<file path="src/rtl/evt_tally_pkg.sv">
`timescale 1ns/1ps
package evt_tally_pkg;
   typedef enum logic [1:0] {ENG_IDLE, ENG_READ, ENG_BUMP, ENG_WRITE} eng_state_t;
   localparam logic [1:0] OFS_CTRL = 2'd0;
   localparam logic [1:0] OFS_MASK = 2'd1;
   localparam logic [1:0] OFS_BASE = 2'd2;
   localparam logic [1:0] OFS_PEND = 2'd3;
   localparam int CTRL_CNT_EN = 0;
   localparam int CTRL_ENG_EN = 1;
   localparam int CTRL_FALL   = 2;
   localparam int CTRL_W      = 3;
endpackage

</file>
<file path="src/rtl/evt_tally_edge.sv">
`timescale 1ns/1ps
module evt_tally_edge #(
   parameter int SYNC_STAGES = 2,
   parameter bit IDLE_LEVEL  = 1'b0
) (
   input  logic clk,
   input  logic rst_n,
   input  logic pin,
   input  logic arm,
   input  logic fall_sel,
   output logic hit
);
   logic [SYNC_STAGES-1:0] sync_q;
   logic                   hist_q;
   logic                   lvl;

   assign lvl = sync_q[SYNC_STAGES-1];

   // history follows the synchronised level every cycle, so arming never
   // sees a stale level and cannot raise a spurious event
   always_ff @(posedge clk or negedge rst_n) begin
      if (!rst_n) begin
         sync_q <= {SYNC_STAGES{IDLE_LEVEL}};
         hist_q <= IDLE_LEVEL;
      end else begin
         sync_q <= {sync_q[SYNC_STAGES-2:0], pin};
         hist_q <= lvl;
      end
   end

   always_comb begin
      if (fall_sel) hit = arm & hist_q & ~lvl;
      else          hit = arm & ~hist_q & lvl;
   end
endmodule

</file>
<file path="src/rtl/evt_tally_pick.sv">
`timescale 1ns/1ps
module evt_tally_pick #(
   parameter int NCH       = 16,
   parameter int IW        = 4,
   parameter bit LOW_FIRST = 1'b1
) (
   input  logic [NCH-1:0] req,
   output logic           any,
   output logic [IW-1:0]  idx
);
   assign any = |req;

   generate
      if (LOW_FIRST) begin : g_low
         always_comb begin
            idx = '0;
            for (int i = NCH - 1; i >= 0; i--)
               if (req[i]) idx = IW'(i);
         end
      end else begin : g_high
         always_comb begin
            idx = '0;
            for (int i = 0; i < NCH; i++)
               if (req[i]) idx = IW'(i);
         end
      end
   endgenerate
endmodule

</file>
<file path="src/rtl/evt_tally_engine.sv">
`timescale 1ns/1ps
module evt_tally_engine
   import evt_tally_pkg::*;
#(
   parameter int NCH   = 16,
   parameter int CW    = 16,
   parameter int AW    = 16,
   parameter int IW    = 4,
   parameter int SHIFT = 1
) (
   input  logic           clk,
   input  logic           rst_n,
   input  logic           run,
   input  logic           any_pend,
   input  logic [IW-1:0]  pick_idx,
   input  logic [AW-1:0]  base,
   output logic [AW-1:0]  ram_addr,
   output logic           ram_re,
   output logic           ram_we,
   output logic [CW-1:0]  ram_wdata,
   input  logic [CW-1:0]  ram_rdata,
   output logic [NCH-1:0] clr
);
   eng_state_t      state_q;
   logic [IW-1:0]   cur_q;
   logic [AW-1:0]   addr_q;
   logic [CW-1:0]   acc_q;
   logic [AW-1:0]   slot_ofs;

   assign slot_ofs = AW'(pick_idx) << SHIFT;

   always_ff @(posedge clk or negedge rst_n) begin
      if (!rst_n) begin
         state_q <= ENG_IDLE;
         cur_q   <= '0;
         addr_q  <= '0;
         acc_q   <= '0;
      end else begin
         unique case (state_q)
            ENG_IDLE: begin
               if (run && any_pend) begin
                  cur_q   <= pick_idx;
                  addr_q  <= base + slot_ofs;
                  state_q <= ENG_READ;
               end
            end
            ENG_READ: state_q <= ENG_BUMP;
            ENG_BUMP: begin
               acc_q   <= ram_rdata + CW'(1);
               state_q <= ENG_WRITE;
            end
            ENG_WRITE: state_q <= ENG_IDLE;
            default:   state_q <= ENG_IDLE;
         endcase
      end
   end

   assign ram_addr  = addr_q;
   assign ram_re    = (state_q == ENG_READ);
   assign ram_we    = (state_q == ENG_WRITE);
   assign ram_wdata = acc_q;

   always_comb begin
      for (int i = 0; i < NCH; i++)
         clr[i] = (state_q == ENG_WRITE) && (cur_q == IW'(i));
   end
endmodule

</file>
<file path="src/rtl/evt_tally_regs.sv">
`timescale 1ns/1ps
module evt_tally_regs
   import evt_tally_pkg::*;
#(
   parameter int NCH   = 16,
   parameter int AW    = 16,
   parameter int RW    = 16,
   parameter int ALIGN = 5
) (
   input  logic           clk,
   input  logic           rst_n,
   input  logic           reg_we,
   input  logic [1:0]     reg_addr,
   input  logic [RW-1:0]  reg_wdata,
   output logic [RW-1:0]  reg_rdata,
   input  logic [NCH-1:0] set_vec,
   input  logic [NCH-1:0] clr_vec,
   output logic           cnt_en,
   output logic           eng_en,
   output logic           fall_sel,
   output logic [NCH-1:0] chan_mask,
   output logic [AW-1:0]  base,
   output logic [NCH-1:0] pend
);
   logic [CTRL_W-1:0]   ctrl_q;
   logic [NCH-1:0]      mask_q;
   logic [AW-1:ALIGN]   base_q;
   logic [NCH-1:0]      pend_q;

   always_ff @(posedge clk or negedge rst_n) begin
      if (!rst_n) begin
         ctrl_q <= '0;
         mask_q <= '0;
         base_q <= '0;
      end else if (reg_we) begin
         unique case (reg_addr)
            OFS_CTRL: ctrl_q <= reg_wdata[CTRL_W-1:0];
            OFS_MASK: mask_q <= reg_wdata[NCH-1:0];
            OFS_BASE: base_q <= reg_wdata[AW-1:ALIGN];
            default:  ;
         endcase
      end
   end

   // a set arriving with the clear wins, so a late edge is kept
   always_ff @(posedge clk or negedge rst_n) begin
      if (!rst_n) pend_q <= '0;
      else        pend_q <= (pend_q & ~clr_vec) | set_vec;
   end

   always_comb begin
      unique case (reg_addr)
         OFS_CTRL: reg_rdata = RW'(ctrl_q);
         OFS_MASK: reg_rdata = RW'(mask_q);
         OFS_BASE: reg_rdata = RW'(base);
         default:  reg_rdata = RW'(pend_q);
      endcase
   end

   assign cnt_en    = ctrl_q[CTRL_CNT_EN];
   assign eng_en    = ctrl_q[CTRL_ENG_EN];
   assign fall_sel  = ctrl_q[CTRL_FALL];
   assign chan_mask = mask_q;
   assign base      = {base_q, {ALIGN{1'b0}}};
   assign pend      = pend_q;
endmodule

</file>
<file path="src/rtl/evt_tally.sv">
`timescale 1ns/1ps
module evt_tally #(
   parameter int NCH         = 16,
   parameter int CW          = 16,
   parameter int AW          = 16,
   parameter int RW          = 16,
   parameter int SYNC_STAGES = 2,
   parameter bit LOW_FIRST   = 1'b1
) (
   input  logic           clk,
   input  logic           rst_n,
   input  logic [NCH-1:0] evt_pin,
   input  logic           reg_we,
   input  logic [1:0]     reg_addr,
   input  logic [RW-1:0]  reg_wdata,
   output logic [RW-1:0]  reg_rdata,
   output logic           evt_irq,
   output logic [AW-1:0]  ram_addr,
   output logic           ram_re,
   output logic           ram_we,
   output logic [CW-1:0]  ram_wdata,
   input  logic [CW-1:0]  ram_rdata
);
   localparam int STRIDE = CW / 8;
   localparam int SHIFT  = $clog2(STRIDE);
   localparam int ALIGN  = $clog2(NCH * STRIDE);
   localparam int IW     = (NCH > 1) ? $clog2(NCH) : 1;

   generate
      if (NCH < 2) begin : g_bad_nch
         $error("evt_tally: NCH must be at least 2");
      end
      if ((CW % 8) != 0 || (1 << SHIFT) != STRIDE) begin : g_bad_cw
         $error("evt_tally: CW must be a power-of-two number of bytes");
      end
      if ((1 << IW) != NCH) begin : g_bad_pow
         $error("evt_tally: NCH must be a power of two");
      end
      if (AW <= ALIGN) begin : g_bad_aw
         $error("evt_tally: AW too small for the slot table");
      end
      if (RW < NCH || RW < AW || RW < 3) begin : g_bad_rw
         $error("evt_tally: RW narrower than a register");
      end
      if (SYNC_STAGES < 2) begin : g_bad_sync
         $error("evt_tally: SYNC_STAGES must be at least 2");
      end
   endgenerate

   logic           cnt_en, eng_en, fall_sel, run, any_pend;
   logic [NCH-1:0] chan_mask, set_vec, clr_vec, pend;
   logic [AW-1:0]  base;
   logic [IW-1:0]  pick_idx;

   assign run = cnt_en & eng_en;

   generate
      for (genvar ch = 0; ch < NCH; ch++) begin : g_chan
         evt_tally_edge #(
            .SYNC_STAGES (SYNC_STAGES),
            .IDLE_LEVEL  (1'b0)
         ) u_edge (
            .clk      (clk),
            .rst_n    (rst_n),
            .pin      (evt_pin[ch]),
            .arm      (cnt_en & chan_mask[ch]),
            .fall_sel (fall_sel),
            .hit      (set_vec[ch])
         );
      end
   endgenerate

   evt_tally_regs #(
      .NCH (NCH), .AW (AW), .RW (RW), .ALIGN (ALIGN)
   ) u_regs (
      .clk       (clk),
      .rst_n     (rst_n),
      .reg_we    (reg_we),
      .reg_addr  (reg_addr),
      .reg_wdata (reg_wdata),
      .reg_rdata (reg_rdata),
      .set_vec   (set_vec),
      .clr_vec   (clr_vec),
      .cnt_en    (cnt_en),
      .eng_en    (eng_en),
      .fall_sel  (fall_sel),
      .chan_mask (chan_mask),
      .base      (base),
      .pend      (pend)
   );

   evt_tally_pick #(
      .NCH (NCH), .IW (IW), .LOW_FIRST (LOW_FIRST)
   ) u_pick (
      .req (pend),
      .any (any_pend),
      .idx (pick_idx)
   );

   evt_tally_engine #(
      .NCH (NCH), .CW (CW), .AW (AW), .IW (IW), .SHIFT (SHIFT)
   ) u_engine (
      .clk       (clk),
      .rst_n     (rst_n),
      .run       (run),
      .any_pend  (any_pend),
      .pick_idx  (pick_idx),
      .base      (base),
      .ram_addr  (ram_addr),
      .ram_re    (ram_re),
      .ram_we    (ram_we),
      .ram_wdata (ram_wdata),
      .ram_rdata (ram_rdata),
      .clr       (clr_vec)
   );

   assign evt_irq = |pend;
endmodule

</file>
<file path="config.mk">
export PLATFORM = sky130hd
export DESIGN_NAME = evt_tally
export DESIGN_NICKNAME = d
export VERILOG_FILES = /design/src/rtl/evt_tally_pkg.sv /design/src/rtl/evt_tally_edge.sv /design/src/rtl/evt_tally_pick.sv /design/src/rtl/evt_tally_engine.sv /design/src/rtl/evt_tally_regs.sv /design/src/rtl/evt_tally.sv
export SDC_FILE = /design/constraint.sdc
export NUM_CORES = 1
export LEC_CHECK = 0
export BUFFER_PORTS_ARGS = -buffer_cell sky130_fd_sc_hd__buf_4
export CORE_UTILIZATION = 44
export DETAILED_ROUTE_END_ITERATION = 10
export PLACE_DENSITY = 0.73
export SLEW_MARGIN = 20
export SYNTH_ARGS = -nofsm -noshare
export SYNTH_HDL_FRONTEND = slang
export SYNTH_SLANG_ARGS = --single-unit
</file>
<file path="constraint.sdc">
create_clock -name clk -period 2.15 [get_ports clk]
set_clock_uncertainty 0.2 [all_clocks]
set_input_delay 0.43 -clock clk [delete_from_list [all_inputs] [get_ports clk]]
set_output_delay 0.43 -clock clk [all_outputs]
set_load 0.01 [all_outputs]
</file>
==> results.tsv, run 1 <==
stage	metric	value	unit
outcome	status	finished, violations left	
placed_design	place_ws	0.02502	ns
flow_run	maxCapViolCount	0	
clocking	path_clk_slew	0.06	ns
grt	antenna_found_initial	0	
placed_design	dp_cells	712	
critical_path	worst_ep_arrival_time	1.59	ns
critical_path	end_kind	output pin	
clocking	clock_sinks	127	
floorplan	std_cell_rows	40	
drt	vias	4130	
critical_path	startpoint_type	flip-flop	
cells_and_area	drive_above_1_share	0.3855	
grt	gr-total-overflow	0	
yosys	synthCells	463	
timing	slew_viol_final	0	
critical_path	reg2reg_slack	0.02	ns
yosys	synth_edf_count	0	
timing	fmax	450.2	MHz
yosys	synth_top_area_frac	0.5886	
clocking	htreeDepth	4	
yosys	syn_avg_cell_area	11.66	sq um
timing	post-route-period-util	1.033	
drt	postRouteAntennaNets	0	
floorplan	core_area	11960	sq um
yosys	synth_nets	521	
cells_and_area	areaGrowthSynthToFinish	38.54	%
timing	worst_slack	-0.07099	ns
grt	grtUsageTotal	0.2241	
timing	period_needed	2.221	ns
floorplan	initial_core_util	0.4514	
yosys	synth-seq-cells	127	
floorplan	dieWidth	112.8	um
grt	grt_max_degree	59	
drt	first_pass_iters	4	
cells_and_area	fin_cells	780	
yosys	netlist-cell-type-count	42	
clocking	cts_tree	yes	
drt	totalWireLength	13280	um
critical_path	critical_path_class	reg2out	
drt	drc	0	
worst_hold_path	hold_class	in2reg	
power	p_per_area	1256	nW/um^2
clocking	cts-buffers-inserted	17	
drt	drtIter0Drc	239	
cells_and_area	final_core_util	0.6253	
yosys	ys_warn_count	0	
yosys	synth_top_area_cell	dfrtp_1	
grt	grt_use_met3	0.07177	
grt	grt.busiest_layer	met2	
clocking	cts_root_buffer	clkbuf_16	
floorplan	fp.dieH	112.8	um
grt	use_met2	0.3613	
yosys	synth_area_leaders	dfrtp_1 (59%), mux2_2 (11%), nor2_1 (4.1%)	
cells_and_area	nets	678	
yosys	synthArstFlopShare	1.000	
drt	vias_per_cell	5.295	
floorplan	die_area	12720	sq um
cells_and_area	fillers	950	
outcome	violations	negative setup slack	
yosys	synth_common_cells	dfrtp_1 (127), nor2_1 (59), mux2_2 (52)	
power	p_leak	3.379	nW
drt	routedWlPerCell	17.02	um
placed_design	hpwl	9020	um
grt	grt_pass1_vias	4323	
grt	grt_pass1_wl	21650	um
placed_design	gp_congestion	0.9436	
cells_and_area	antennaDiodeCount	0	
yosys	syn_area	5399	sq um
timing	rsz0062_at_grt	true	
critical_path	crit_fanout	2	
grt	met1_usage	0.2843	
clocking	clk_latency	0.42	ns
timing	setup_viol	7	
clocking	cts.path.max_buffers	2	
power	ir_worst_vdd	0.6301	mV
floorplan	top_level_ports	104	
yosys	seq_area_frac_synth	0.5886	
yosys	synth_top_flop_cell	dfrtp_1	
yosys	yosys.cell_count.top_type	dfrtp_1	
placed_design	portBuffers	102	
critical_path	critPathRequiredTime	1.52	ns
timing	hold_violations	0	
## placed cells by master, fill, tap and decap left out, types with 5 or more instances in the layout
cell type / Yosys / routed
buf_4: 1 / 121
dfrtp_1: 127 / 119
nor2_1: 59 / 59
nand2_1: 41 / 41
mux2_2: 52 / 41
a21oi_1: 30 / 30
o21ai_0: 26 / 26
dlygate4sd3_1: 0 / 18
buf_6: 1 / 18
clkbuf_16: 0 / 17
mux2_4: 5 / 16
a22o_1: 14 / 14
nand3_1: 10 / 10
xor2_1: 8 / 8
dfrtp_2: 0 / 8
inv_1: 6 / 6
nand2b_1: 6 / 6
xnor2_1: 6 / 6
ha_1: 5 / 5
## logic make-up (layout without fill, tap and decap cells)
group	after synthesis	in the layout	share of synthesized area
XOR/XNOR	14	14	0.02271
buffers and inverters	28	197	0.02503
AND/OR/NAND/NOR	143	144	0.1256
other	1	1	0.0006946
AO/OA/AOI/OAI	85	85	0.09780
flip-flops	127	127	0.5886
multiplexers	60	60	0.1279
adder cells (fa/ha/maj)	5	5	0.01159
## per-stage QoR
| stage | hold slack (ns) | TNS (ns) | power, mW | area [sq um] |
|---|---|---|---|---|
| 3_3_place_gp | 0.1231 | 0 | 6.067 | 6426 |
| 3_5_place_dp | 0.1240 | 0 | 6.168 | 6426 |
| 6_report | 0.04806 | -0.1836 | 9.396 | 7480 |
| 4_1_cts | 0.02851 | -0.3461 | 9.350 | 7426 |
| 5_1_grt | 0.02808 | -0.7046 | 9.897 | 7480 |
| 2_1_floorplan | -0.06559 | 0 | 4.879 | 5400 |
## critical path: stages (launching register included)
cell and delay (ns):
dfrtp_1 0.42, buf_6 0.14, mux2_4 0.26, a22o_1 0.23, buf_6 0.13
## where the power goes
| part | internal (mW) | total [mW] | switching, mW |
|---|---|---|---|
| clock | 1.79 | 2.82 | 1.03 |
| combinational | 1.62 | 2.94 | 1.31 |
| sequential | 3.01 | 3.64 | 0.629 |
## state kept, by name (all words and copies together) (netlist names)
name,count
u_engine.cur_q,3
u_regs.base_q,11
u_regs.pend,16
g_chan.u_edge.hist_q,16
u_engine.ram_wdata,16
g_chan.u_edge.sync_q,32
u_regs.chan_mask,16
u_regs.ctrl_q,3
u_engine.ram_addr,12
u_engine.state_q,2
## timing repair
action / 4_1_cts / 5_1_grt
endpoints found under the setup margin: 9 / 26
pin swaps: 13 / 8
resized for setup: 35 / 7
hold buffers: 18 / 0
cloned: 0 / 1
buffers inserted: 13 / 4
hold endpoints to repair: 33 / 0
## layer usage
metal / vias to the layer above / share of wire
met1: 2045 / 0.43
met2: 124 / 0.49
met5: - / 0
li1: 1936 / -
met3: 25 / 0.059
met4: 0 / 0.025
## path summary, 6_finish.rpt
check | startpoint | end | cells past startpoint
setup / recovery | u_regs.pend[0] | reg_rdata[0] | 4
hold / removal | reg_wdata[3] | u_regs.chan_mask[3] | 2
setup reg to reg | u_regs.pend[8] | u_engine.ram_addr[10] | 6
hold reg to reg | g_chan[6].u_edge.sync_q[0] | g_chan[6].u_edge.sync_q[1] | 0
max in group asynchronous | rst_n | u_regs.pend[7] | 3
min in group asynchronous | rst_n | g_chan[13].u_edge.sync_q[1] | 2
## layout make-up
cell class,count,area [sq um],area share
inverters,6,22.52,0.003011
multi-input cells,309,2168,0.2899
clock inverters,10,111.4,0.01489
clock buffers,22,474.2,0.06340
well taps,147,183.9,0.02459
flip-flops and latches,127,3188,0.4262
repair buffers,159,1331,0.1780
(Power assumes the default switching activity.)
==> run 2, diff against run 1 <==
PLACE_DENSITY = 0.72   (was 0.73)
SYNTH_HIERARCHICAL = 1   (was default)
==> run 2 against run 1 <==
The flow still finishes with violations (negative setup slack); worst setup slack better by 0.0069 ns; register-to-register slack about the same; critical endpoint is now evt_irq; sequential cell count up 5; largest power group unchanged; critical path type unchanged.
==> results.tsv, run 2 <==
stage	metric	value	unit	change
clocking	cts.path.max_buffers	2		unchanged
yosys	yosys.cell_count.top_type	dfrtp_1		
drt	vias	4765		+15%
cells_and_area	top_register	g_chan.u_edge/sync_q		
cells_and_area	final_common_cell	dfrtp_1		
clocking	cts_tree	yes		
drt	drtIter0Drc	363		+52%
timing	period_needed	2.214	ns	-0.006881 ns
yosys	netlist-cell-type-count	48		+14%
floorplan	fp.dieH	121.1	um	+7.4%
grt	antenna_found_initial	0		unchanged
outcome	status	finished, violations left		
cells_and_area	largest_reg_flops	32		unchanged
clocking	clk_latency	0.42	ns	about the same
floorplan	std_cell_rows	43		+7.5%
critical_path	startpoint_type	flip-flop		
yosys	synth_area_leaders	dfrtp_1 (53%), mux2_2 (5.4%), mux2_4 (5.1%)		
timing	rsz0062_at_grt	true		
critical_path	worst_ep_arrival_time	1.58	ns	about the same
placed_design	place_ws	0.01710	ns	-0.007917 ns
flow_run	maxCapViolCount	0		unchanged
power	switching_share	0.3083		-0.007777
power	clkPwrFrac	0.305		+0.005
cells_and_area	final_core_util	0.6170		-0.008314
clocking	cts-buffers-inserted	17		unchanged
clocking	clock_sinks	132		+3.9%
yosys	synthCells	536		+16%
yosys	ys_warn_count	6		+6
power	cellInternalPower	7.142	mW	+11%
critical_path	critPathRequiredTime	1.52	ns	about the same
timing	post-route-period-util	1.030		-0.003200
power	seqPwrFrac	0.350		-0.038
critical_path	crit_fanout	4		+2
yosys	syn_area	6238	sq um	+16%
cells_and_area	areaGrowthSynthToFinish	37.28	%	
yosys	synth_top_area_frac	0.5295		-0.05916
timing	slew_viol_final	0		unchanged
drt	vias_per_cell	5.283		-0.23%
power	p_sw	3.183	mW	+7.2%
placed_design	gp_congestion	0.8579		-9.1%
cells_and_area	antennaDiodeCount	0		unchanged
timing	hold_violations	0		unchanged
cells_and_area	nets	773		+14%
grt	grt_max_degree	133		+130%
timing	worst_slack	-0.06411	ns	+0.006881 ns
placed_design	portBuffers	103		+0.98%
power	p_per_area	1206	nW/um^2	-4.0%
timing	worst_pin_slew	0.7110	ns	
power	ir_worst_vdd	0.7199	mV	+14%
placed_design	hpwl	9908	um	+9.8%
yosys	syn_avg_cell_area	11.64	sq um	-0.19%
clocking	cts_root_buffer	clkbuf_16		
floorplan	core_area	13880	sq um	+16%
critical_path	critical_path_class	reg2out		
grt	grt_pass1_vias	4870		+13%
floorplan	die_area	14660	sq um	+15%
floorplan	top_level_ports	104		unchanged
drt	postRouteAntennaNets	0		unchanged
cells_and_area	final_cell_mix	dfrtp_1 (129), buf_4 (127), nand2_1 (46)		
timing	fmax	451.6	MHz	+0.31%
worst_hold_path	hold_class	in2reg		
drt	totalWireLength	14800	um	+11%
yosys	synth_top_flop_cell	dfrtp_1		
cells_and_area	drive_above_1_share	0.3684		-0.01704
timing	relSlewSlack	0.5260		
drt	drc	0		unchanged
yosys	synth_top_area_cell	dfrtp_1		
yosys	synthArstFlopShare	1.000		unchanged
critical_path	end_kind	output pin		
drt	first_pass_iters	5		+1
timing	setup_viol	7		unchanged
outcome	violations	negative setup slack		
clocking	path_clk_slew	0.06	ns	about the same
floorplan	dieWidth	121.1	um	+7.4%
power	p_comb_frac	0.345		+0.033
clocking	htreeDepth	4		unchanged
drt	routedWlPerCell	16.40	um	-3.6%
yosys	synth-seq-cells	132		+3.9%
yosys	seq_area_frac_synth	0.5295		-0.05916
yosys	synth_edf_count	0		unchanged
yosys	synth_common_cells	dfrtp_1 (132), nand2_1 (46), nor2_1 (38)		
floorplan	initial_core_util	0.4494		-0.001928
power	p_leak	3.946	nW	+17%
grt	grt_pass1_wl	23920	um	+10%
grt	gr-total-overflow	0		unchanged
grt	grtUsageTotal	0.2131		-0.01106
timing	timing.hold.ws	0.02791	ns	-0.02015 ns
run 2: cell count changes after synthesis, moves of 9 or more:
cell and delta:
mux2_2 -22, nor2_1 -21, a21o_1 +19, inv_1 +18, mux2_4 +16, nand4b_1 +16
nand4bb_1 +16, a21oi_1 -13, and2_2 +13, clkbuf_1 -9, xor2_1 +9
run 2: worst paths after layout:
kind | depth (start not counted) | from | to | slack [ns]
hold reg to reg | 0 | g_chan[15].u_edge/sync_q[0] | g_chan[15].u_edge/sync_q[1] | 0.15
hold / removal | 2 | ram_rdata[0] | u_engine/ram_wdata[0] | 0.03
setup / recovery | 4 | u_regs/pend[7] | evt_irq | -0.06
max in group asynchronous | 3 | rst_n | u_engine/cur_q[3] | 0.76
min in group asynchronous | 3 | rst_n | u_engine/ram_addr[12] | 0.44
setup reg to reg | 6 | u_regs/pend[5] | u_engine/cur_q[3] | 0.02
run 2: critical path, stage by stage, from the launching register on:
cell and delay (ns):
dfrtp_1 0.40, buf_6 0.14, nor4_4 0.27, nand4_1 0.17, buf_4 0.18
run 2: what timing repair did:
action | CTS | global route
hold buffers | 17 | 0
buffers inserted | 16 | 3
pin swaps | 11 | 12
endpoints found under the hold margin | 148 | 0
resized for setup | 40 | 10
setup endpoints to repair | 13 | 34
run 2: metal layers:
metal  vias to the layer above  global-route usage  share of wire
li1                       2224                   -              -
met1                      2383              0.2696           0.43
met2                       132              0.3521           0.50
met3                        26             0.04887          0.050
met4                         0             0.08488          0.018
met5                         -            0.003676              0
run 2: final cells by class:
cell class	count	area, sq um
clock buffer	23	467.9
clock inverter	9	175.2
fill	1062	5316
inverter	24	90.09
multi-input combinational	365	2868
sequential	132	3307
tap	180	225.2
timing repair buffer	169	1431
run 2: logic make-up (layout without fill, tap and decap cells):
family                   after synthesis  after routing  share of synthesized area
buffers and inverters                 43            225                    0.03490
multiplexers                          57             57                     0.1143
flip-flops                           132            132                     0.5295
AND/OR/NAND/NOR                      190            190                     0.1825
AO/OA/AOI/OAI                         76             76                    0.07842
adder cells (fa/ha/maj)               11             11                    0.02327
other                                  1              5                  0.0006011
XOR/XNOR                              26             26                    0.03650
run 2: through the flow:
step / setup TNS (ns) / area (sq um) / instances / total power [mW]
after floorplan: 0 / 6262 / 540 / 5.188
after global placement: 0 / 7400 / 835 / 6.535
after detailed placement: 0 / 7400 / 835 / 6.655
after CTS: -0.3676 / 8494 / 899 / 10.24
after global routing: -0.8976 / 8564 / 902 / 10.88
final: -0.2039 / 8564 / 902 / 10.33
run 2: power groups by stage:
stage	Sequential [mW]	Clock (mW)	Combinational, mW
after floorplan	3.74	0	1.44
after global placement	3.59	0	2.94
after detailed placement	3.64	0	3.02
after CTS	3.61	3.19	3.43
after global routing	3.70	3.33	3.86
final	3.62	3.15	3.56
